[src/rtl/adw_pkg.sv]
package adw_pkg;

   localparam int DW     = 32;
   localparam int GRAN_W = 16;
   localparam int UP_W   = DW - GRAN_W;
   localparam int ATTR_W = 8;
   localparam int TGT_W  = 4;

   typedef enum logic [1:0] {
      SEL_CTRL = 2'd0,
      SEL_BASE = 2'd1,
      SEL_RMLO = 2'd2,
      SEL_RMHI = 2'd3
   } reg_sel_e;

   typedef struct packed {
      logic [UP_W-1:0]   size_m1;
      logic [ATTR_W-1:0] attr;
      logic [TGT_W-1:0]  tgt;
      logic              en;
   } win_ctrl_t;

   function automatic logic [DW-1:0] pack_ctrl(input win_ctrl_t c);
      return {c.size_m1, c.attr, c.tgt, 3'b000, c.en};
   endfunction

   function automatic win_ctrl_t unpack_ctrl(input logic [DW-1:0] d);
      win_ctrl_t c;
      c.size_m1 = d[DW-1:GRAN_W];
      c.attr    = d[15:8];
      c.tgt     = d[7:4];
      c.en      = d[0];
      return c;
   endfunction

endpackage

[src/rtl/adw_regfile.sv]
module adw_regfile
   import adw_pkg::*;
#(
   parameter int          NUM_WIN     = 14,
   parameter int          NUM_REMAP   = 8,
   parameter int          CFG_AW      = 12,
   parameter int unsigned HI_BANK_OFS = 32'h900
) (
   input  logic                  clk,
   input  logic                  rst_n,
   input  logic                  cfg_we,
   input  logic [CFG_AW-1:0]     cfg_addr,
   input  logic [DW-1:0]         cfg_wdata,
   output logic [DW-1:0]         cfg_rdata,
   output win_ctrl_t             ctrl_o [NUM_WIN],
   output logic [UP_W-1:0]       base_o [NUM_WIN],
   output logic [UP_W-1:0]       xsrc_o [NUM_WIN]
);

   localparam int SLOT_W = CFG_AW - 4;
   localparam int IW     = (NUM_WIN > 1) ? $clog2(NUM_WIN) : 1;
   localparam int NUM_HI = NUM_WIN - NUM_REMAP;
   localparam logic [SLOT_W-1:0] HI_SLOT = SLOT_W'(HI_BANK_OFS >> 4);

   logic [SLOT_W-1:0] slot;
   logic [SLOT_W-1:0] hi_rel;
   logic              acc_ok;
   logic [IW-1:0]     acc_idx;
   reg_sel_e          sel;
   logic [DW-1:0]     rd_win [NUM_WIN];

   assign slot   = cfg_addr[CFG_AW-1:4];
   assign hi_rel = slot - HI_SLOT;
   assign sel    = reg_sel_e'(cfg_addr[3:2]);

   // Decode the byte offset into a window index.
   always_comb begin
      acc_ok  = 1'b0;
      acc_idx = '0;
      if (cfg_addr[1:0] == 2'b00) begin
         if (int'(slot) < NUM_REMAP) begin
            acc_ok  = 1'b1;
            acc_idx = IW'(slot);
         end else if ((slot >= HI_SLOT) && (int'(hi_rel) < NUM_HI)) begin
            acc_ok  = 1'b1;
            acc_idx = IW'(hi_rel) + IW'(NUM_REMAP);
         end
      end
   end

   for (genvar w = 0; w < NUM_WIN; w++) begin : g_win
      logic      wr_w;
      win_ctrl_t ctrl_r;
      logic [UP_W-1:0] base_r;

      assign wr_w = cfg_we && acc_ok && (acc_idx == IW'(w));

      always_ff @(posedge clk or negedge rst_n) begin
         if (!rst_n) begin
            ctrl_r <= '0;
            base_r <= '0;
         end else if (wr_w) begin
            if (sel == SEL_CTRL) ctrl_r <= unpack_ctrl(cfg_wdata);
            if (sel == SEL_BASE) base_r <= cfg_wdata[DW-1:GRAN_W];
         end
      end

      assign ctrl_o[w] = ctrl_r;
      assign base_o[w] = base_r;

      if (w < NUM_REMAP) begin : g_remap
         logic [UP_W-1:0] rmlo_r;
         logic [DW-1:0]   rmhi_r;

         always_ff @(posedge clk or negedge rst_n) begin
            if (!rst_n) begin
               rmlo_r <= '0;
               rmhi_r <= '0;
            end else if (wr_w) begin
               if (sel == SEL_RMLO) rmlo_r <= cfg_wdata[DW-1:GRAN_W];
               if (sel == SEL_RMHI) rmhi_r <= cfg_wdata;
            end
         end

         assign xsrc_o[w] = rmlo_r;

         always_comb begin
            unique case (sel)
               SEL_CTRL: rd_win[w] = pack_ctrl(ctrl_r);
               SEL_BASE: rd_win[w] = {base_r, {GRAN_W{1'b0}}};
               SEL_RMLO: rd_win[w] = {rmlo_r, {GRAN_W{1'b0}}};
               SEL_RMHI: rd_win[w] = rmhi_r;
               default:  rd_win[w] = '0;
            endcase
         end
      end else begin : g_fixed
         // A fixed window translates through its own base: on a hit the
         // unmasked bits already equal the address, so the address passes.
         assign xsrc_o[w] = base_r;

         always_comb begin
            unique case (sel)
               SEL_CTRL: rd_win[w] = pack_ctrl(ctrl_r);
               SEL_BASE: rd_win[w] = {base_r, {GRAN_W{1'b0}}};
               default:  rd_win[w] = '0;
            endcase
         end
      end
   end

   assign cfg_rdata = acc_ok ? rd_win[acc_idx] : '0;

endmodule

[src/rtl/adw_match.sv]
module adw_match
   import adw_pkg::*;
(
   input  win_ctrl_t        ctrl,
   input  logic [UP_W-1:0]  base_up,
   input  logic [UP_W-1:0]  xsrc_up,
   input  logic [UP_W-1:0]  addr_up,
   output logic             hit,
   output logic [UP_W-1:0]  out_up
);

   logic [UP_W-1:0] keep;

   assign keep   = ~ctrl.size_m1;
   assign hit    = ctrl.en && ((addr_up & keep) == (base_up & keep));
   assign out_up = (xsrc_up & keep) | (addr_up & ctrl.size_m1);

endmodule

[src/rtl/adw_prio.sv]
module adw_prio #(
   parameter int NUM_WIN = 14,
   localparam int IW     = (NUM_WIN > 1) ? $clog2(NUM_WIN) : 1
) (
   input  logic [NUM_WIN-1:0] hit_vec,
   output logic               any_hit,
   output logic [IW-1:0]      sel_idx
);

   // Scan from the top so the lowest set index is the one left standing.
   always_comb begin
      sel_idx = '0;
      for (int i = NUM_WIN - 1; i >= 0; i--) begin
         if (hit_vec[i]) sel_idx = IW'(i);
      end
   end

   assign any_hit = |hit_vec;

endmodule

[src/rtl/addr_window_xlate.sv]
module addr_window_xlate
   import adw_pkg::*;
#(
   parameter int          NUM_WIN     = 14,
   parameter int          NUM_REMAP   = 8,
   parameter int          CFG_AW      = 12,
   parameter int unsigned HI_BANK_OFS = 32'h900
) (
   input  logic              clk,
   input  logic              rst_n,
   input  logic              cfg_we,
   input  logic [11:0]       cfg_addr,
   input  logic [31:0]       cfg_wdata,
   output logic [31:0]       cfg_rdata,
   input  logic [31:0]       lk_addr,
   output logic              lk_hit,
   output logic              lk_miss,
   output logic [3:0]        lk_target,
   output logic [7:0]        lk_attr,
   output logic [31:0]       lk_xaddr
);

   localparam int IW = (NUM_WIN > 1) ? $clog2(NUM_WIN) : 1;

   if (NUM_REMAP > NUM_WIN) begin : g_bad_remap
      $error("NUM_REMAP exceeds NUM_WIN");
   end
   if (CFG_AW != 12) begin : g_bad_aw
      $error("CFG_AW must match the 12-bit port");
   end
   if ((HI_BANK_OFS % 16) != 0) begin : g_bad_align
      $error("HI_BANK_OFS must be 16-byte aligned");
   end
   if (NUM_REMAP * 16 > HI_BANK_OFS) begin : g_bad_overlap
      $error("low bank overlaps the high bank");
   end
   if (HI_BANK_OFS + (NUM_WIN - NUM_REMAP) * 16 > (1 << CFG_AW)) begin : g_bad_span
      $error("high bank exceeds the register space");
   end

   win_ctrl_t          ctrl_a [NUM_WIN];
   logic [UP_W-1:0]    base_a [NUM_WIN];
   logic [UP_W-1:0]    xsrc_a [NUM_WIN];
   logic [UP_W-1:0]    up_a   [NUM_WIN];
   logic [NUM_WIN-1:0] hit_vec;
   logic               any_hit;
   logic [IW-1:0]      sel_idx;

   adw_regfile #(
      .NUM_WIN     (NUM_WIN),
      .NUM_REMAP   (NUM_REMAP),
      .CFG_AW      (CFG_AW),
      .HI_BANK_OFS (HI_BANK_OFS)
   ) regs_i (
      .clk       (clk),
      .rst_n     (rst_n),
      .cfg_we    (cfg_we),
      .cfg_addr  (cfg_addr),
      .cfg_wdata (cfg_wdata),
      .cfg_rdata (cfg_rdata),
      .ctrl_o    (ctrl_a),
      .base_o    (base_a),
      .xsrc_o    (xsrc_a)
   );

   for (genvar w = 0; w < NUM_WIN; w++) begin : g_cmp
      adw_match match_i (
         .ctrl    (ctrl_a[w]),
         .base_up (base_a[w]),
         .xsrc_up (xsrc_a[w]),
         .addr_up (lk_addr[DW-1:GRAN_W]),
         .hit     (hit_vec[w]),
         .out_up  (up_a[w])
      );
   end

   adw_prio #(.NUM_WIN(NUM_WIN)) prio_i (
      .hit_vec (hit_vec),
      .any_hit (any_hit),
      .sel_idx (sel_idx)
   );

   always_ff @(posedge clk or negedge rst_n) begin
      if (!rst_n) begin
         lk_hit    <= 1'b0;
         lk_miss   <= 1'b1;
         lk_target <= '0;
         lk_attr   <= '0;
         lk_xaddr  <= '0;
      end else begin
         lk_hit  <= any_hit;
         lk_miss <= !any_hit;
         if (any_hit) begin
            lk_target <= ctrl_a[sel_idx].tgt;
            lk_attr   <= ctrl_a[sel_idx].attr;
            lk_xaddr  <= {up_a[sel_idx], lk_addr[GRAN_W-1:0]};
         end else begin
            lk_target <= '0;
            lk_attr   <= '0;
            lk_xaddr  <= '0;
         end
      end
   end

endmodule

[config.mk]
export PLATFORM = sky130hd
export DESIGN_NAME = addr_window_xlate
export DESIGN_NICKNAME = d
export VERILOG_FILES = /design/src/rtl/adw_pkg.sv /design/src/rtl/adw_regfile.sv /design/src/rtl/adw_match.sv /design/src/rtl/adw_prio.sv /design/src/rtl/addr_window_xlate.sv
export SDC_FILE = /design/constraint.sdc
export NUM_CORES = 2
export LEC_CHECK = 0
export ABC_AREA = 1
export BUFFER_PORTS_ARGS = -buffer_cell sky130_fd_sc_hd__buf_4
export CAP_MARGIN = 25
export CELL_PAD_IN_SITES_DETAIL_PLACEMENT = 0
export CELL_PAD_IN_SITES_GLOBAL_PLACEMENT = 1
export CORE_UTILIZATION = 43
export CTS_BUF_LIST = sky130_fd_sc_hd__clkbuf_16
export CTS_CLUSTER_SIZE = 40
export DETAILED_ROUTE_END_ITERATION = 7
export HOLD_SLACK_MARGIN = 0.05
export PLACE_DENSITY_LB_ADDON = 0.25
export SYNTH_ARGS = -nofsm -noshare
export SYNTH_HDL_FRONTEND = slang
export SYNTH_SLANG_ARGS = --single-unit
[constraint.sdc]
create_clock -name clk -period 7.17 [get_ports clk]
set_clock_uncertainty 0.15 [all_clocks]
set_input_delay 1.434 -clock clk [delete_from_list [all_inputs] [get_ports clk]]
set_output_delay 1.434 -clock clk [all_outputs]
set_load 0.005 [all_outputs]
==> impl_metrics.yaml <==
drt:
  route.vias.total: 55214
  drt_iter0_markers: 8515
  drtAntennaViolNets: 0
  vias_per_cell: 6.12
  routed_wl_um: 245000
  drt_first_pass_iters: 7
  wire_per_inst_um: 27.2
  drc: 0
clocking:
  clockBufferDepth: 3
  root_buffer: "clkbuf_16"
  ctsHtreeMaxLevel: 3
  cts_hold_buf: 0
  cts_tree: "yes"
  cts_made_buffers: 121
  clock_sinks: 1060
  worstSkewPairLatency_ns: 0.78
  cts_resized: 0
  cts.clk_slew.worst_paths_ns: 0.06
  post_cts_buffers: 0
placement:
  portBuffers: 156
  detailed_place_hpwl_um: 158000
  pre_cts_slack_ns: 0.765
  place_congestion: 0.950
critical_path:
  r2r_slack_ns: 2.64
  cp-end-kind: "output port"
  worst_setup_path_start_kind: "primary input"
  crit_required_ns: 5.59
  path_class: "in2out"
  cp_max_fo: 11
  crit_arrival_ns: 4.96
  crit-reg2reg-launch: "regs_i.g_win[5].base_r[3]"
  reg2reg_to: "lk_xaddr[29]"
  r2r_cells: 21
final_layout:
  seqCellArea_sq_um: 26500
  area_delta_synth_final_pct: 12.7
  fin_util_pct: 49.1
  nNetsFinal: 7271
  n_fill_cell: 12669
  drive_above_1_share_pct: 8.64
  multi_input_area_sq_um: 24900
sta:
  max_freq_mhz: 153
  setup_viol: 0
  finalCritPeriodShare_pct: 91.3
  hold_viol_final: 0
  slew_headroom_pct: 21.5
  final.min_clock_period_ns: 6.55
  setup_slack_ns: 0.624
  maxSlewViolCount: 0
  whs_ns: 0.331
  rsz0062_at_grt: "no"
  tns_ns: 0
  tightest_slew_ns: 1.17
hold_path:
  hold_path_end: "regs_i.g_win[0].g_remap.rmhi_r[2]"
  min_from: "regs_i.g_win[0].g_remap.rmhi_r[2]"
  hold_path_class: "reg2reg"
  min_path_cells: 2
yosys:
  synth.distinct_cells: 61
  synth_fp_nets: 7411
  syn_area_sq_um: 55800
  syn-instance-count: 7332
  ys_warn_count: 0
  async_flop_share_pct: 100
  synth_seq_cells: 1060
  avgSynthCellArea_sq_um: 7.62
  ys_seq_area_share_pct: 47.5
  synth_edf_count: 0
  synth-main-ff-cell: "dfrtp_1"
global_route:
  grt_use_total_pct: 36.8
  grt_max_degree: 158
  grt_pass1_vias: 49847
  antenna_found_initial: 6
  grt_pass1_wl_um: 355000
  grt-ovfl-total: 0
power:
  p_switching_w: 0.00350
  internal_power_w: 0.0103
  p_clk_share_pct: 49.6
  p_comb_share_pct: 6.3
  power.density_nw_per_um2: 220
  irDropWorstVdd_mv: 0.202
  leakage_nw: 26.5
  p_seq_share_pct: 44.1
  swShare_pct: 25.4
floorplanning:
  design.core.area_sq_um: 128000
  die_x_um: 362
  start_util_pct: 43.6
  num_io_pins: 157
  dieArea_sq_um: 131000
  die_h_um: 362
  std_cell_rows: 131
flow_run:
  max_cap_viol_count: 0
outcome:
  status: "finished, final reports clean"
[worst max-delay path by stage]
| stage | from | endpoint | slack [ns] | depth (start not counted) |
|---|---|---|---|---|
| 6_report | cfg_addr[6] | cfg_rdata[28] | 0.62 | 15 |
| 5_1_grt | cfg_addr[5] | cfg_rdata[28] | 0.50 | 15 |
| 4_1_cts | cfg_addr[5] | cfg_rdata[28] | 0.75 | 15 |
| 3_5_place_dp | cfg_addr[5] | cfg_rdata[28] | 0.77 | 15 |
| 3_3_place_gp | cfg_addr[5] | cfg_rdata[28] | 0.66 | 15 |
| 2_1_floorplan | cfg_addr[3] | cfg_rdata[21] | 2.22 | 10 |
[flip-flops by register name, indices dropped and copies added, names as in the netlist]
name                         count
regs_i.ctrl_o                  406
regs_i.g_win.g_remap.rmhi_r    256
regs_i.g_win.base_r            224
regs_i.g_win.g_remap.rmlo_r    128
lk_xaddr                        32
lk_attr                          8
lk_target                        4
lk_hit                           1
lk_miss                          1
[layout make-up]
| type | instances | area share, % |
|---|---|---|
| multi-input combinational | 5176 | 39.6 |
| sequential | 1060 | 42.1 |
| inverter | 481 | 2.91 |
| timing repair buffer | 352 | 5.05 |
| tap | 1729 | 3.44 |
| clock inverter | 101 | 1.98 |
| antenna | 3 | 0.0119 |
| clock buffer | 123 | 4.89 |
[power groups by stage]
stage	sequential [W]	combinational [W]	clock (W)
final	0.00609	0.000868	0.00686
after global routing	0.00610	0.000926	0.00714
after CTS	0.00609	0.000843	0.00691
after detailed placement	0.00620	0.000841	0
after global placement	0.00620	0.000838	0
after floorplan	0.00618	0.000393	0
[synthesized netlist by cell type (8+ instances only)]
cell          n  area share [%]
o22ai_1     159             1.8
nor3_1       34            0.30
a211oi_1      8            0.11
inv_1       450             3.0
nor2_1      342             2.3
buf_4        37            0.50
xnor2_1      13            0.20
clkbuf_1    446             3.0
nand2_1    1853              12
a31oi_1      12            0.13
nand4_1      29            0.32
dfrtp_1    1059              47
a21oi_1     353             3.2
nand3_1     480             4.3
a22o_1       10            0.16
o211ai_1     30            0.40
a221o_1      13            0.23
buf_6        32            0.65
o21ai_0    1512              14
inv_2        25            0.17
nor4_1       17            0.19
o2111ai_1     9            0.14
o221ai_1     22            0.35
a221oi_1    125             2.0
buf_2        58            0.52
a32o_1       32            0.57
o21ai_1      22            0.20
a22oi_1      33            0.44
buf_1        41            0.28
[critical path, stage by stage]
cell,delay [ns]
buf_4,0.15
inv_2,0.13
o21ai_1,0.09
o21ai_1,0.13
nand2_1,0.15
nor2_2,0.34
nor2_4,0.09
inv_2,0.33
buf_4,0.29
buf_4,0.24
o21ai_0,0.12
a221oi_1,0.27
o211ai_1,0.34
nor3_1,0.62
buf_4,0.22
[layer usage]
metal  global-route usage [%]  vias up  part of all wire [%]
met1                     52.8    26600                    42
met5                        0        -                0.0045
li1                         -    24609                     -
met4                     13.1        2                   3.9
met2                     52.6     3515                    42
met3                     10.4      488                    13
[cell families (layout without fill, tap and decap cells)]
family                    after synthesis  count (layout)  share of synthesized area, %
buffers and inverters                1096            1057                          8.20
xor gates and xnor gates               14              14                         0.220
and+or+nand+nor                      2774            2774                          20.2
AOI/OAI and AO/OA                    2388            2388                          23.9
other                                   0               3                             0
DFF                                  1060            1060                          47.5
[placed cells by master, fill, tap and decap left out, types with 23 or more instances in the layout]
cell type | synthesis | final
nand2_1 | 1853 | 1830
o21ai_0 | 1512 | 1512
dfrtp_1 | 1059 | 1059
nand3_1 | 480 | 478
inv_1 | 450 | 461
a21oi_1 | 353 | 353
nor2_1 | 342 | 335
buf_4 | 37 | 309
o22ai_1 | 159 | 159
a221oi_1 | 125 | 125
clkbuf_16 | 0 | 123
buf_12 | 0 | 37
nor3_1 | 34 | 33
a22oi_1 | 33 | 33
a32o_1 | 32 | 32
o211ai_1 | 30 | 30
nand4_1 | 29 | 29
bufinv_16 | 0 | 27
clkinv_2 | 0 | 23
[through the flow]
stage                     area [sq um]  total power, W  cells
after global placement           58400         0.00704   8789
after global routing             62900          0.0142   9022
after floorplan                  55800         0.00658   7332
after detailed placement         58600         0.00704   8795
after CTS                        62900          0.0138   9019
final                            62900          0.0138   9025
Power figures use the tool's default switching activity.
